$ cat config.mk
export PLATFORM = sky130hd
export DESIGN_NAME = win_acct_unit
export DESIGN_NICKNAME = d
export VERILOG_FILES = /design/src/rtl/win_acct_pkg.sv /design/src/rtl/win_acct_ctrl.sv /design/src/rtl/win_acct_dp.sv /design/src/rtl/win_acct_unit.sv
export SDC_FILE = /design/constraint.sdc
export NUM_CORES = 1
export LEC_CHECK = 0
export ABC_CLOCK_PERIOD_IN_PS = 2210
export BUFFER_PORTS_ARGS = -buffer_cell sky130_fd_sc_hd__buf_2
export CELL_PAD_IN_SITES_DETAIL_PLACEMENT = 2
export CELL_PAD_IN_SITES_GLOBAL_PLACEMENT = 2
export CORE_UTILIZATION = 26
export DETAILED_ROUTE_END_ITERATION = 12
export PLACE_DENSITY_LB_ADDON = 0.15
export SYNTH_ARGS = -nofsm -noshare
export SYNTH_HDL_FRONTEND = slang
export SYNTH_SLANG_ARGS = --single-unit
$ cat constraint.sdc
create_clock -name clk -period 2.21 [get_ports clk]
set_input_delay 0 -clock clk [delete_from_list [all_inputs] [get_ports clk]]
set_output_delay 0 -clock clk [all_outputs]
set_load 0.1 [all_outputs]
$ cat src/rtl/win_acct_pkg.sv
package win_acct_pkg;
  typedef struct packed {
    logic csInc;
    logic csDec;
    logic crInc;
    logic crDec;
    logic owDec;
    logic clInc;
    logic cwpDn;
    logic cwpUp;
  } win_stb_t;
endpackage

$ cat src/rtl/win_acct_ctrl.sv
module win_acct_ctrl
  import win_acct_pkg::*;
#(
  parameter int NWIN = 8,
  parameter int CNT_W = 3,
  parameter int TT_W = 9,
  parameter logic [TT_W-1:0] SPILL_BASE = 9'h080,
  parameter logic [TT_W-1:0] FILL_BASE = 9'h0C0,
  parameter logic [TT_W-1:0] CLEAN_CODE = 9'h024,
  parameter logic [TT_W-1:0] OTHER_FLAG = 9'h020
) (
  input  logic             clk,
  input  logic             rstN,
  input  logic             cmdSave,
  input  logic             cmdRestore,
  input  logic             cmdFlush,
  input  logic             cmdSaved,
  input  logic             cmdRestored,
  input  logic             anyWr,
  input  logic [CNT_W-1:0] cansave,
  input  logic [CNT_W-1:0] canrestore,
  input  logic [CNT_W-1:0] otherwin,
  input  logic [CNT_W-1:0] cleanwin,
  input  logic [5:0]       wstate,
  output win_stb_t         stb,
  output logic             trapValid,
  output logic [TT_W-1:0]  trapType
);
  localparam logic [CNT_W-1:0] FLUSH_OK = CNT_W'(NWIN - 2);
  localparam logic [CNT_W-1:0] CLEAN_MAX = CNT_W'(NWIN - 1);

  logic [TT_W-1:0]  selCode;
  logic [CNT_W-1:0] cleanGap;
  logic             trapNext;
  logic [TT_W-1:0]  codeNext;
  logic             owBusy;

  assign owBusy   = (otherwin != '0);
  assign cleanGap = cleanwin - canrestore;
  assign selCode  = owBusy ? (OTHER_FLAG | (TT_W'(wstate[5:3]) << 2))
                           : (TT_W'(wstate[2:0]) << 2);

  always_comb begin
    stb      = '0;
    trapNext = 1'b0;
    codeNext = '0;
    if (!anyWr) begin
      if (cmdSave) begin
        if (cansave == '0) begin
          trapNext = 1'b1;
          codeNext = SPILL_BASE | selCode;
        end else if (cleanGap == '0) begin
          trapNext = 1'b1;
          codeNext = CLEAN_CODE;
        end else begin
          stb.csDec = 1'b1;
          stb.crInc = 1'b1;
          stb.cwpDn = 1'b1;
        end
      end else if (cmdRestore) begin
        if (canrestore == '0) begin
          trapNext = 1'b1;
          codeNext = FILL_BASE | selCode;
        end else begin
          stb.csInc = 1'b1;
          stb.crDec = 1'b1;
          stb.cwpUp = 1'b1;
        end
      end else if (cmdFlush) begin
        if (cansave != FLUSH_OK) begin
          trapNext = 1'b1;
          codeNext = SPILL_BASE | selCode;
        end
      end else if (cmdSaved) begin
        stb.csInc = 1'b1;
        stb.owDec = owBusy;
        stb.crDec = !owBusy;
      end else if (cmdRestored) begin
        stb.crInc = 1'b1;
        stb.clInc = (cleanwin < CLEAN_MAX);
        stb.owDec = owBusy;
        stb.csDec = !owBusy;
      end
    end
  end

  always_ff @(posedge clk) begin
    if (!rstN) begin
      trapValid <= 1'b0;
      trapType  <= '0;
    end else begin
      trapValid <= trapNext;
      trapType  <= trapNext ? codeNext : '0;
    end
  end

  AST_SPILL_ON_EMPTY: assert property (@(posedge clk) disable iff (!rstN)
    (cmdSave && !anyWr && cansave == '0) |=> trapValid);

  AST_FLUSH_QUIET: assert property (@(posedge clk) disable iff (!rstN)
    (cmdFlush && !cmdSave && !cmdRestore && !anyWr && cansave == FLUSH_OK) |=> !trapValid);

  AST_IDLE_NO_TRAP: assert property (@(posedge clk) disable iff (!rstN)
    (!cmdSave && !cmdRestore && !cmdFlush) |=> !trapValid);
endmodule

$ cat src/rtl/win_acct_dp.sv
module win_acct_dp
  import win_acct_pkg::*;
#(
  parameter int NWIN = 8,
  parameter int CNT_W = 3
) (
  input  logic             clk,
  input  logic             rstN,
  input  win_stb_t         stb,
  input  logic             wrCansave,
  input  logic             wrCanrestore,
  input  logic             wrOtherwin,
  input  logic             wrCleanwin,
  input  logic             wrCwp,
  input  logic [CNT_W-1:0] wrCntData,
  input  logic             wrWstate,
  input  logic [5:0]       wrWstateData,
  output logic [CNT_W-1:0] cansave,
  output logic [CNT_W-1:0] canrestore,
  output logic [CNT_W-1:0] otherwin,
  output logic [CNT_W-1:0] cleanwin,
  output logic [CNT_W-1:0] cwp,
  output logic [5:0]       wstate
);
  localparam logic [CNT_W-1:0] LAST = CNT_W'(NWIN - 1);
  localparam logic [CNT_W-1:0] CS_RST = CNT_W'(NWIN - 2);

  always_ff @(posedge clk) begin
    if (!rstN) begin
      cansave    <= CS_RST;
      canrestore <= '0;
      otherwin   <= '0;
      cleanwin   <= LAST;
      cwp        <= '0;
      wstate     <= '0;
    end else begin
      if (wrCansave)       cansave <= wrCntData;
      else if (stb.csInc)  cansave <= cansave + 1'b1;
      else if (stb.csDec)  cansave <= cansave - 1'b1;

      if (wrCanrestore)    canrestore <= wrCntData;
      else if (stb.crInc)  canrestore <= canrestore + 1'b1;
      else if (stb.crDec)  canrestore <= canrestore - 1'b1;

      if (wrOtherwin)      otherwin <= wrCntData;
      else if (stb.owDec)  otherwin <= otherwin - 1'b1;

      if (wrCleanwin)      cleanwin <= wrCntData;
      else if (stb.clInc)  cleanwin <= cleanwin + 1'b1;

      if (wrCwp)           cwp <= wrCntData;
      else if (stb.cwpDn)  cwp <= (cwp == '0) ? LAST : cwp - 1'b1;
      else if (stb.cwpUp)  cwp <= (cwp == LAST) ? '0 : cwp + 1'b1;

      if (wrWstate)        wstate <= wrWstateData;
    end
  end

  AST_CWP_WRAP_DOWN: assert property (@(posedge clk) disable iff (!rstN)
    (stb.cwpDn && !wrCwp && cwp == '0) |=> (cwp == LAST));

  AST_CWP_WRAP_UP: assert property (@(posedge clk) disable iff (!rstN)
    (stb.cwpUp && !wrCwp && cwp == LAST) |=> (cwp == '0));
endmodule

$ cat src/rtl/win_acct_unit.sv
module win_acct_unit
  import win_acct_pkg::*;
#(
  parameter int NWIN = 8,
  parameter int TT_W = 9,
  parameter logic [TT_W-1:0] SPILL_BASE = 9'h080,
  parameter logic [TT_W-1:0] FILL_BASE = 9'h0C0,
  parameter logic [TT_W-1:0] CLEAN_CODE = 9'h024,
  parameter logic [TT_W-1:0] OTHER_FLAG = 9'h020,
  localparam int CNT_W = $clog2(NWIN)
) (
  input  logic             clk,
  input  logic             rstN,
  input  logic             cmdSave,
  input  logic             cmdRestore,
  input  logic             cmdFlush,
  input  logic             cmdSaved,
  input  logic             cmdRestored,
  input  logic             wrCansave,
  input  logic             wrCanrestore,
  input  logic             wrOtherwin,
  input  logic             wrCleanwin,
  input  logic             wrCwp,
  input  logic [CNT_W-1:0] wrCntData,
  input  logic             wrWstate,
  input  logic [5:0]       wrWstateData,
  output logic [CNT_W-1:0] cansave,
  output logic [CNT_W-1:0] canrestore,
  output logic [CNT_W-1:0] otherwin,
  output logic [CNT_W-1:0] cleanwin,
  output logic [CNT_W-1:0] cwp,
  output logic [5:0]       wstate,
  output logic             trapValid,
  output logic [TT_W-1:0]  trapType
);
  localparam logic [CNT_W-1:0] CLEAN_MAX = CNT_W'(NWIN - 1);

  win_stb_t stb;
  logic     anyWr;

  assign anyWr = wrCansave | wrCanrestore | wrOtherwin | wrCleanwin | wrCwp | wrWstate;

  win_acct_ctrl #(
    .NWIN(NWIN), .CNT_W(CNT_W), .TT_W(TT_W),
    .SPILL_BASE(SPILL_BASE), .FILL_BASE(FILL_BASE),
    .CLEAN_CODE(CLEAN_CODE), .OTHER_FLAG(OTHER_FLAG)
  ) u_ctrl (
    .clk(clk), .rstN(rstN),
    .cmdSave(cmdSave), .cmdRestore(cmdRestore), .cmdFlush(cmdFlush),
    .cmdSaved(cmdSaved), .cmdRestored(cmdRestored), .anyWr(anyWr),
    .cansave(cansave), .canrestore(canrestore), .otherwin(otherwin),
    .cleanwin(cleanwin), .wstate(wstate),
    .stb(stb), .trapValid(trapValid), .trapType(trapType)
  );

  win_acct_dp #(.NWIN(NWIN), .CNT_W(CNT_W)) u_dp (
    .clk(clk), .rstN(rstN), .stb(stb),
    .wrCansave(wrCansave), .wrCanrestore(wrCanrestore), .wrOtherwin(wrOtherwin),
    .wrCleanwin(wrCleanwin), .wrCwp(wrCwp), .wrCntData(wrCntData),
    .wrWstate(wrWstate), .wrWstateData(wrWstateData),
    .cansave(cansave), .canrestore(canrestore), .otherwin(otherwin),
    .cleanwin(cleanwin), .cwp(cwp), .wstate(wstate)
  );

  AST_TRAP_FREEZES: assert property (@(posedge clk) disable iff (!rstN)
    trapValid |-> ($stable(cansave) && $stable(canrestore) && $stable(otherwin)
                   && $stable(cleanwin) && $stable(cwp)));

  AST_CLEAN_CEILING: assert property (@(posedge clk) disable iff (!rstN)
    (cmdRestored && !cmdSave && !cmdRestore && !cmdFlush && !cmdSaved && !anyWr
     && cleanwin == CLEAN_MAX) |=> (cleanwin == CLEAN_MAX));
endmodule

==> parameters.txt, run 1 <==
Parameter                              Value

Logic synthesis
  Number of enable flip-flop cells after synthesis ... 0
  Syn_area_per_cell ... just under 9 sq um
  Fraction of the yosys area taken by sequential cells ... about a third
  Number of cells produced by synthesis ... between 150 and 200
  Flops & latches, synth ... 28
  Count of distinct cell types in the synthesized netlist ... 55
  Main synth FF type ... sky130_fd_sc_hd__dfxtp_1
  Netlist area before placement ... 1710 sq um
  Count of synthesis-stage warnings from yosys ... 0
  Main combinational cell family by area after synthesis ... simple AND/OR/NAND/NOR gates
  Synth Area in Simple Gates ... roughly a quarter
  Post-synthesis compound-gate area fraction ... 16.8%
  Synthesized-area fraction occupied by xor and xnor cells ... under 10%
  Multiplexer share of the synthesized area ... around 6.5%
  Post-synthesis share of cell area spent on full adders, half adders and majority gates ... 8.21%
  Proportion of register bits with asynchronous set or reset after synthesis ... 0%

STA
  Final cycle utilization of the critical path ... between 90 and 100%
  Final setup vio count ... 0
  Number of hold violations in the final report ... 1
  Worst hold margin ... -0.00736 ns
  Max Transition Viols Final ... 0
  Min Tclk post-route ... 2.15 ns
  Worst-Margin Slew ... roughly 0.50 ns
  Final setup skew ... between 0.005 and 0.006 ns
  Tightest slew margin relative to the limit ... between 60% and 70%
  Highest achievable clock rate ... 465 MHz
  Unrepaired setup endpoints after global routing ... yes

Clocking
  Clock latency at the later pin of the worst-skew pair ... approximately 0.29 ns
  TritonCTS clock tree ... built
  Maximum clock path buffer count ... 2
  TritonCTS sink count ... 28
  Clock edge transition at the registers on the reported setup and hold paths ... between 0.1 and 0.15 ns
  Clk root buf ... sky130_fd_sc_hd__clkbuf_8
  Cts bufs inserted ... 3
  H-tree lvl count ... 1

Pwr
  Internal power ... between 0.8 and 0.9 mW
  Leakage ... 1.05 nW
  Worst VDD drop ... 263 uV
  Reported net switching power ... 0.569 mW
  Sequential group share of total power ... 38.8%
  Portion of total power attributed to the clock network ... between 20% and 30%
  Switching part of the total ... 39.8%
  P per Cell Area ... roughly 620 nW/um^2
  Combinational power share ... between 30% and 40%

Routing
  Pre-Repair DR Iteration Count ... 4
  Via/cell ratio ... 4.91
  Detailed-route via count ... around 1600
  Drt wl/cell ... approximately 16 um
  Final ANT Viol Nets ... 0
  Final WL ... between 5000 and 6000 um
  Number of design-rule violations left by the first detailed-router iteration ... 33
  Number of remaining DRC errors ... 0

Floorplan
  Chip width ... 83.1 um
  Initial core utilization ... between 20% and 30%
  Die Outline Area ... ~6900 sq um
  I/O pins ... 53
  Count of standard-cell rows ... 29
  Area of the placeable core ... 6350 sq um
  DIE HEIGHT ... 83.1 um

Setup path
  Arrival time at the worst endpoint ... roughly 2.4 ns
  Reg2Reg Setup Slack ... between 0.05 and 0.06 ns
  Total buffers and inverters traversed by the critical path ... 1
  Critical-path maximum fanout ... 3
  Master of the slowest instance on the critical path ... sky130_fd_sc_hd__dfxtp_4
  Critical path capture point type ... flip-flop
  CP peak stage delay ... 0.37 ns
  Source of the worst register-to-register timing path ... u_dp.cleanwin[0]$_SDFFE_PN1P_
  Total stage count of the critical path ... 10
  Worst endpoint required time ... approximately 2.4 ns
  Critical-path cell list ... inv_4 -> ha_4 -> nor2b_4 -> xnor2_2 -> a311oi_2 -> nor2_1 -> fa_2 -> o22a_1 -> a22o_1 -> o21a_1
  Path depth of the worst reg2reg path ... 10
  Capture instance of the worst register-to-register path ... u_dp.canrestore[2]$_SDFFE_PN0P_
  Kind of critical path ... reg2reg
  Startpoint kind of the worst setup timing path ... flip-flop
  Gate family responsible for the most delay along the worst path ... compound AO/OA/AOI/OAI gates

Run status
  Violations in the final reports ... hold timing
  Result of the run ... finished, violations left

GRT
  First-pass GRT wire length ... between 8000 and 9000 um
  Initial antenna violation count ... 0
  Via count of the first global-routing pass ... between 1500 and 2000
  Total grt overflow ... 0
  Overall global routing resource usage ... between 10% and 20%
  Pin count of the biggest net entering global routing ... 27

Layout
  Antenna diodes ... 0
  Fin nets ... 289
  Sequential Area ... 603 sq um
  Share of final-layout standard cells stronger than drive strength 1 ... 38.3%
  Filler instances ... between 700 and 800
  Synth-to-layout area growth ... 34.7%
  Final Util ... a little over a third
  Final design area excluding fillers ... approximately 2300 sq um
  Area of the multi-input gates ... 1090 sq um

Placed design
  Placer's final routability congestion estimate ... about 0.72
  Number of I/O port buffers ... 49
  Final HPWL from detailed placement ... between 4000 and 5000 um
  Cell Area, Placed ... around 2100 sq um

Hold path
  Hold Path End ... u_dp.cleanwin[2]$_SDFFE_PN1P_
  Hold Crit Class ... in2reg
  Cell depth of the worst min-delay path ... 2
  Hold Path Origin ... wrCleanwin

Run
  Number of maximum-capacitance constraint violations ... 0
==> power by group through the flow <==
stage	Clock, mW	Combinational [mW]	Sequential, mW
global route	0.419	0.517	0.559
floorplan	0	0.180	0.752
global placement	0	0.463	0.566
detailed placement	0	0.470	0.567
finish	0.389	0.486	0.554
CTS	0.396	0.484	0.554
==> through the flow <==
| stage | total power [mW] | std cells | hold WS, ns | setup TNS (ns) | setup WS (ns) |
|---|---|---|---|---|---|
| 2_1_floorplan | 0.931 | 195 | 0.118 | -0.269 | -0.218 |
| 3_3_place_gp | 1.03 | 322 | 0.262 | 0 | 0.0633 |
| 3_5_place_dp | 1.04 | 322 | 0.271 | 0 | 0.00371 |
| 4_1_cts | 1.43 | 333 | 0.00183 | 0 | 0.00292 |
| 5_1_grt | 1.50 | 333 | 0.0131 | -0.0393 | -0.0393 |
| 6_report | 1.43 | 333 | -0.00736 | 0 | 0.0595 |
==> what timing repair did <==
action | CTS | global route
hold buffers | 6 | 0
gates resized for setup | 0 | 6
endpoints found under the setup margin | 1 | 2
setup buffers | 1 | 0
endpoints found under the hold margin | 6 | 0
pin swaps | 4 | 3
==> layer usage <==
metal | routed length (um) | global-route usage, %
met1 | 2510 | 19.7
met2 | 2760 | 29.7
met3 | 156 | 2.09
met4 | 56 | 4.39
met5 | 0 | 0
==> synth_stat cells, drive strengths merged (2+ instances only) <==
master | n | area, sq um
a211oi | 2 | 15.0
a21oi | 4 | 20.0
a311oi | 4 | 41.3
a31oi | 3 | 18.8
and2 | 4 | 26.3
and3b | 2 | 17.5
and4 | 2 | 17.5
buf | 8 | 68.8
clkbuf | 2 | 7.51
dfxtp | 28 | 561
fa | 2 | 40.0
ha | 8 | 100
inv | 12 | 45.0
mux2i | 10 | 100
nand2 | 15 | 58.8
nand2b | 8 | 50.1
nor2 | 17 | 66.3
nor2b | 9 | 56.3
nor3 | 5 | 25.0
nor4 | 3 | 33.8
o211a | 2 | 20.0
o21ai | 11 | 55.1
o21bai | 2 | 15.0
or3 | 2 | 12.5
xnor2 | 3 | 26.3
xor2 | 5 | 43.8
==> logic make-up (layout without fill, tap and decap cells) <==
family          count (synthesis)  in the layout
buf+inv                        22             83
simple gates                   73             73
other cells                     1              3
flops                          28             28
mux                            11             11
fa+ha+maj                      10             10
compound gates                 40             40
xor+xnor                        8              8
==> worst reg2reg max path, delay by kind of cell, from the launching register on <==
family	cells	cell delay [ns]
buffers and inverters	1	0.03
DFF	1	0.37
xor gates and xnor gates	1	0.15
and+or+nand+nor	2	0.22
AOI/OAI and AO/OA	4	0.81
adders and majority gates	2	0.48
==> sequential cells by signal (all words and copies together) (netlist names) <==
| name | flops |
|---|---|
| u_dp.cansave | 3 |
| u_ctrl.trapType | 6 |
| u_dp.cwp | 3 |
| u_dp.wstate | 6 |
| u_dp.canrestore | 3 |
| u_ctrl.trapValid | 1 |
| u_dp.otherwin | 3 |
| u_dp.cleanwin | 3 |
==> how the worst max path moves through the flow <==
stage / startpoint / to / slack (ns)
finish: u_dp.cleanwin[0]$_SDFFE_PN1P_ / u_dp.canrestore[2]$_SDFFE_PN0P_ / 0.06
global route: u_dp.cleanwin[0]$_SDFFE_PN1P_ / u_dp.canrestore[2]$_SDFFE_PN0P_ / -0.04
CTS: u_dp.canrestore[1]$_SDFFE_PN0P_ / u_dp.canrestore[2]$_SDFFE_PN0P_ / 0.003
detailed placement: u_dp.canrestore[1]$_SDFFE_PN0P_ / u_dp.canrestore[2]$_SDFFE_PN0P_ / 0.004
global placement: u_dp.canrestore[1]$_SDFFE_PN0P_ / u_dp.canrestore[2]$_SDFFE_PN0P_ / 0.06
floorplan: u_dp.cleanwin[0]$_SDFFE_PN1P_ / u_dp.canrestore[2]$_SDFFE_PN0P_ / -0.22
==> area by class of cell <==
class | count | area share [%]
clock buffer | 4 | 2.88
inverter | 12 | 2.07
multi-input combinational | 145 | 47.4
sequential | 28 | 26.2
tap | 77 | 4.19
timing repair buffer | 67 | 17.2
==> layout by cell type, fill, tap and decap left out, drive strengths merged, types with 2 or more instances in the layout <==
cell type    instances
buf                 61
dfxtp               28
nor2                17
nand2               15
inv                 12
o21ai               11
mux2i               10
nor2b                9
nand2b               8
ha                   8
dlygate4sd3          6
nor3                 5
xor2                 5
a21oi                4
and2                 4
a311oi               4
clkbuf               4
a31oi                3
conb                 3
nor4                 3
xnor2                3
and4                 2
o21bai               2
a211oi               2
o211a                2
and3b                2
fa                   2
or3                  2
(Power assumes the default switching activity.)
==> inputs of run 2 (changes only) <==
Settings changed: CELL_PAD_IN_SITES_DETAIL_PLACEMENT 2 to 1, CELL_PAD_IN_SITES_GLOBAL_PLACEMENT 2 to 1, CORE_UTILIZATION 26 to 34, SKIP_LAST_GASP set to 1.
==> parameters.txt, run 2 (synthesis gave the netlist of run 1 again) <==
Parameter                              Value

Setup path
  Critical-path maximum fanout ... 2
  Master of the slowest instance on the critical path ... sky130_fd_sc_hd__dfxtp_4
  Worst endpoint required time ... 2.40 ns
  Critical path capture point type ... flip-flop
  Kind of critical path ... reg2reg
  Reg2Reg Setup Slack ... roughly 0.046 ns
  Total stage count of the critical path ... 10
  Startpoint kind of the worst setup timing path ... flip-flop
  Arrival time at the worst endpoint ... roughly 2.4 ns
  Path depth of the worst reg2reg path ... 10
  Critical-path cell list ... inv_2 -> ha_2 -> nor2b_4 -> xnor2_2 -> a311oi_2 -> nor2_1 -> fa_2 -> o22a_1 -> a22o_1 -> o21a_1
  Source of the worst register-to-register timing path ... u_dp.cleanwin[0]$_SDFFE_PN1P_
  Total buffers and inverters traversed by the critical path ... 1
  Capture instance of the worst register-to-register path ... u_dp.canrestore[2]$_SDFFE_PN0P_
  Gate family responsible for the most delay along the worst path ... compound AO/OA/AOI/OAI gates
  CP peak stage delay ... between 0.3 and 0.4 ns

STA
  Slack of the critical path ... approximately 0.046 ns
  Min Tclk post-route ... 2.16 ns
  Final setup skew ... ~0.0042 ns
  Final setup vio count ... 0
  Number of hold violations in the final report ... 0
  Unrepaired setup endpoints after global routing ... yes
  Final cycle utilization of the critical path ... 97.9%
  Max Transition Viols Final ... 0
  Highest achievable clock rate ... ~460 MHz
  Worst hold margin ... 0.0200 ns

GRT
  Met2 Resource Use GR ... ~34%
  First-pass GRT wire length ... slightly below 8000 um
  Met3 Usage GRT ... between 3 and 4%
  Overall global routing resource usage ... between 10% and 20%
  Pin count of the biggest net entering global routing ... 27
  Met1 layer usage reported by global route ... 24.1%
  Layer with the highest usage ... met2
  Initial antenna violation count ... 0
  Total grt overflow ... 0
  Via count of the first global-routing pass ... 1582

Layout
  Top Registers ... u_ctrl.trapType: 6 flops, u_dp.wstate: 6 flops
  Filler instances ... around 590
  Fin nets ... just under 300
  Most common cell after layout, fill and taps aside ... sky130_fd_sc_hd__buf_2
  Share of final-layout standard cells stronger than drive strength 1 ... a little under two fifths
  Antenna diodes ... 0
  Synth-to-layout area growth ... 32.9%
  Most used cells in the layout excluding fill and tap cells ... sky130_fd_sc_hd__buf_2, sky130_fd_sc_hd__nor2_1, sky130_fd_sc_hd__dfxtp_1
  Final Util ... ~47%
  Non-filler instance count after layout ... around 330
  Area of the multi-input gates ... between 1000 and 1500 sq um
  Sequential Area ... 603 sq um

Routing
  Final ANT Viol Nets ... 0
  Detailed-route via count ... ~1600
  Pre-Repair DR Iteration Count ... 4
  Number of design-rule violations left by the first detailed-router iteration ... 31
  Via/cell ratio ... around 5.0
  Drt wl/cell ... 14.8 um
  Number of remaining DRC errors ... 0
  Final WL ... ~4800 um

Clocking
  Clock latency at the later pin of the worst-skew pair ... roughly 0.28 ns
  TritonCTS clock tree ... built
  Clk root buf ... sky130_fd_sc_hd__clkbuf_8
  Clock edge transition at the registers on the reported setup and hold paths ... roughly 0.10 ns
  TritonCTS sink count ... 28
  H-tree lvl count ... 1
  Maximum clock path buffer count ... 2
  Cts bufs inserted ... 3

Floorplan
  Die Outline Area ... about 5300 sq um
  Chip width ... 72.9 um
  I/O pins ... between 50 and 60
  Count of standard-cell rows ... 25
  DIE HEIGHT ... between 70 and 80 um
  Initial core utilization ... approximately 36%
  Area of the placeable core ... 4790 sq um

Hold path
  Hold Path End ... u_dp.cwp[1]$_SDFFE_PN0P_
  Hold Crit Class ... in2reg
  Hold Path Origin ... wrCwp
  Cell depth of the worst min-delay path ... 3

Pwr
  Leakage ... 1.06 nW
  Sum of internal, switching and leakage power ... ~1.4 mW
  P per Cell Area ... 618 nW/um^2
  Worst VDD drop ... between 300 and 400 uV

Placed design
  Placer's final routability congestion estimate ... between 0.7 and 0.8
  Final HPWL from detailed placement ... 3760 um
  Worst slack at placement ... -0.00995 ns
  Number of I/O port buffers ... a little under 50
  Instance count after placement with tap cells included ... between 300 and 400

Run
  Number of maximum-capacitance constraint violations ... 0

Run status
  Result of the run ... completed
==> run 2: how the worst max path moves through the flow <==
stage / startpoint / end / slack (ns)
final: u_dp.cleanwin[0]$_SDFFE_PN1P_ / u_dp.canrestore[2]$_SDFFE_PN0P_ / 0.05
after global routing: u_dp.cleanwin[0]$_SDFFE_PN1P_ / u_dp.canrestore[2]$_SDFFE_PN0P_ / -0.06
after CTS: u_dp.cleanwin[0]$_SDFFE_PN1P_ / u_dp.canrestore[2]$_SDFFE_PN0P_ / -0.01
after detailed placement: u_dp.canrestore[0]$_SDFFE_PN0P_ / u_dp.canrestore[2]$_SDFFE_PN0P_ / -0.01
after global placement: u_dp.canrestore[0]$_SDFFE_PN0P_ / u_dp.canrestore[2]$_SDFFE_PN0P_ / 0.08
after floorplan: u_dp.cleanwin[0]$_SDFFE_PN1P_ / u_dp.canrestore[2]$_SDFFE_PN0P_ / -0.22
==> run 2: tightest hold or removal path, cell delays in order <==
cell	delay, ns
sky130_fd_sc_hd__buf_2	0.14
sky130_fd_sc_hd__nand2_1	0.07
sky130_fd_sc_hd__a21oi_1	0.06
==> run 2: timing repair <==
| action | CTS | global route |
|---|---|---|
| pin swaps | 4 | 3 |
| setup buffers | 3 | 1 |
| gates resized for setup | 0 | 1 |
| endpoints found under the setup margin | 1 | 2 |
| hold buffers | 6 | 0 |
| hold endpoints to repair | 6 | 0 |
==> run 2: metal layers <==
layer | up-vias | share of wire (%)
met5 | - | 0
met3 | 4 | 2.9
met2 | 30 | 49
li1 | 809 | -
met4 | 0 | 0.77
met1 | 780 | 47
==> run 2: power by group <==
| group | leakage (nW) | internal [mW] | switching, mW |
|---|---|---|---|
| sequential | 0.235 | 0.528 | 0.0258 |
| clock | 0.0339 | 0.198 | 0.173 |
| combinational | 0.789 | 0.133 | 0.345 |
==> run 2: final cells by class <==
type	count	area share [%]
clock buffer	4	2.92
inverter	12	1.98
multi-input combinational	145	46.7
sequential	28	26.6
tap	67	3.69
timing repair buffer	69	18.1
==> run 2: metrics by stage <==
stage | area, sq um | setup TNS, ns
after CTS | 2260 | -0.0108
after global routing | 2270 | -0.0875
final | 2270 | 0
after global placement | 2110 | 0
after detailed placement | 2110 | -0.00995
after floorplan | 1780 | -0.269
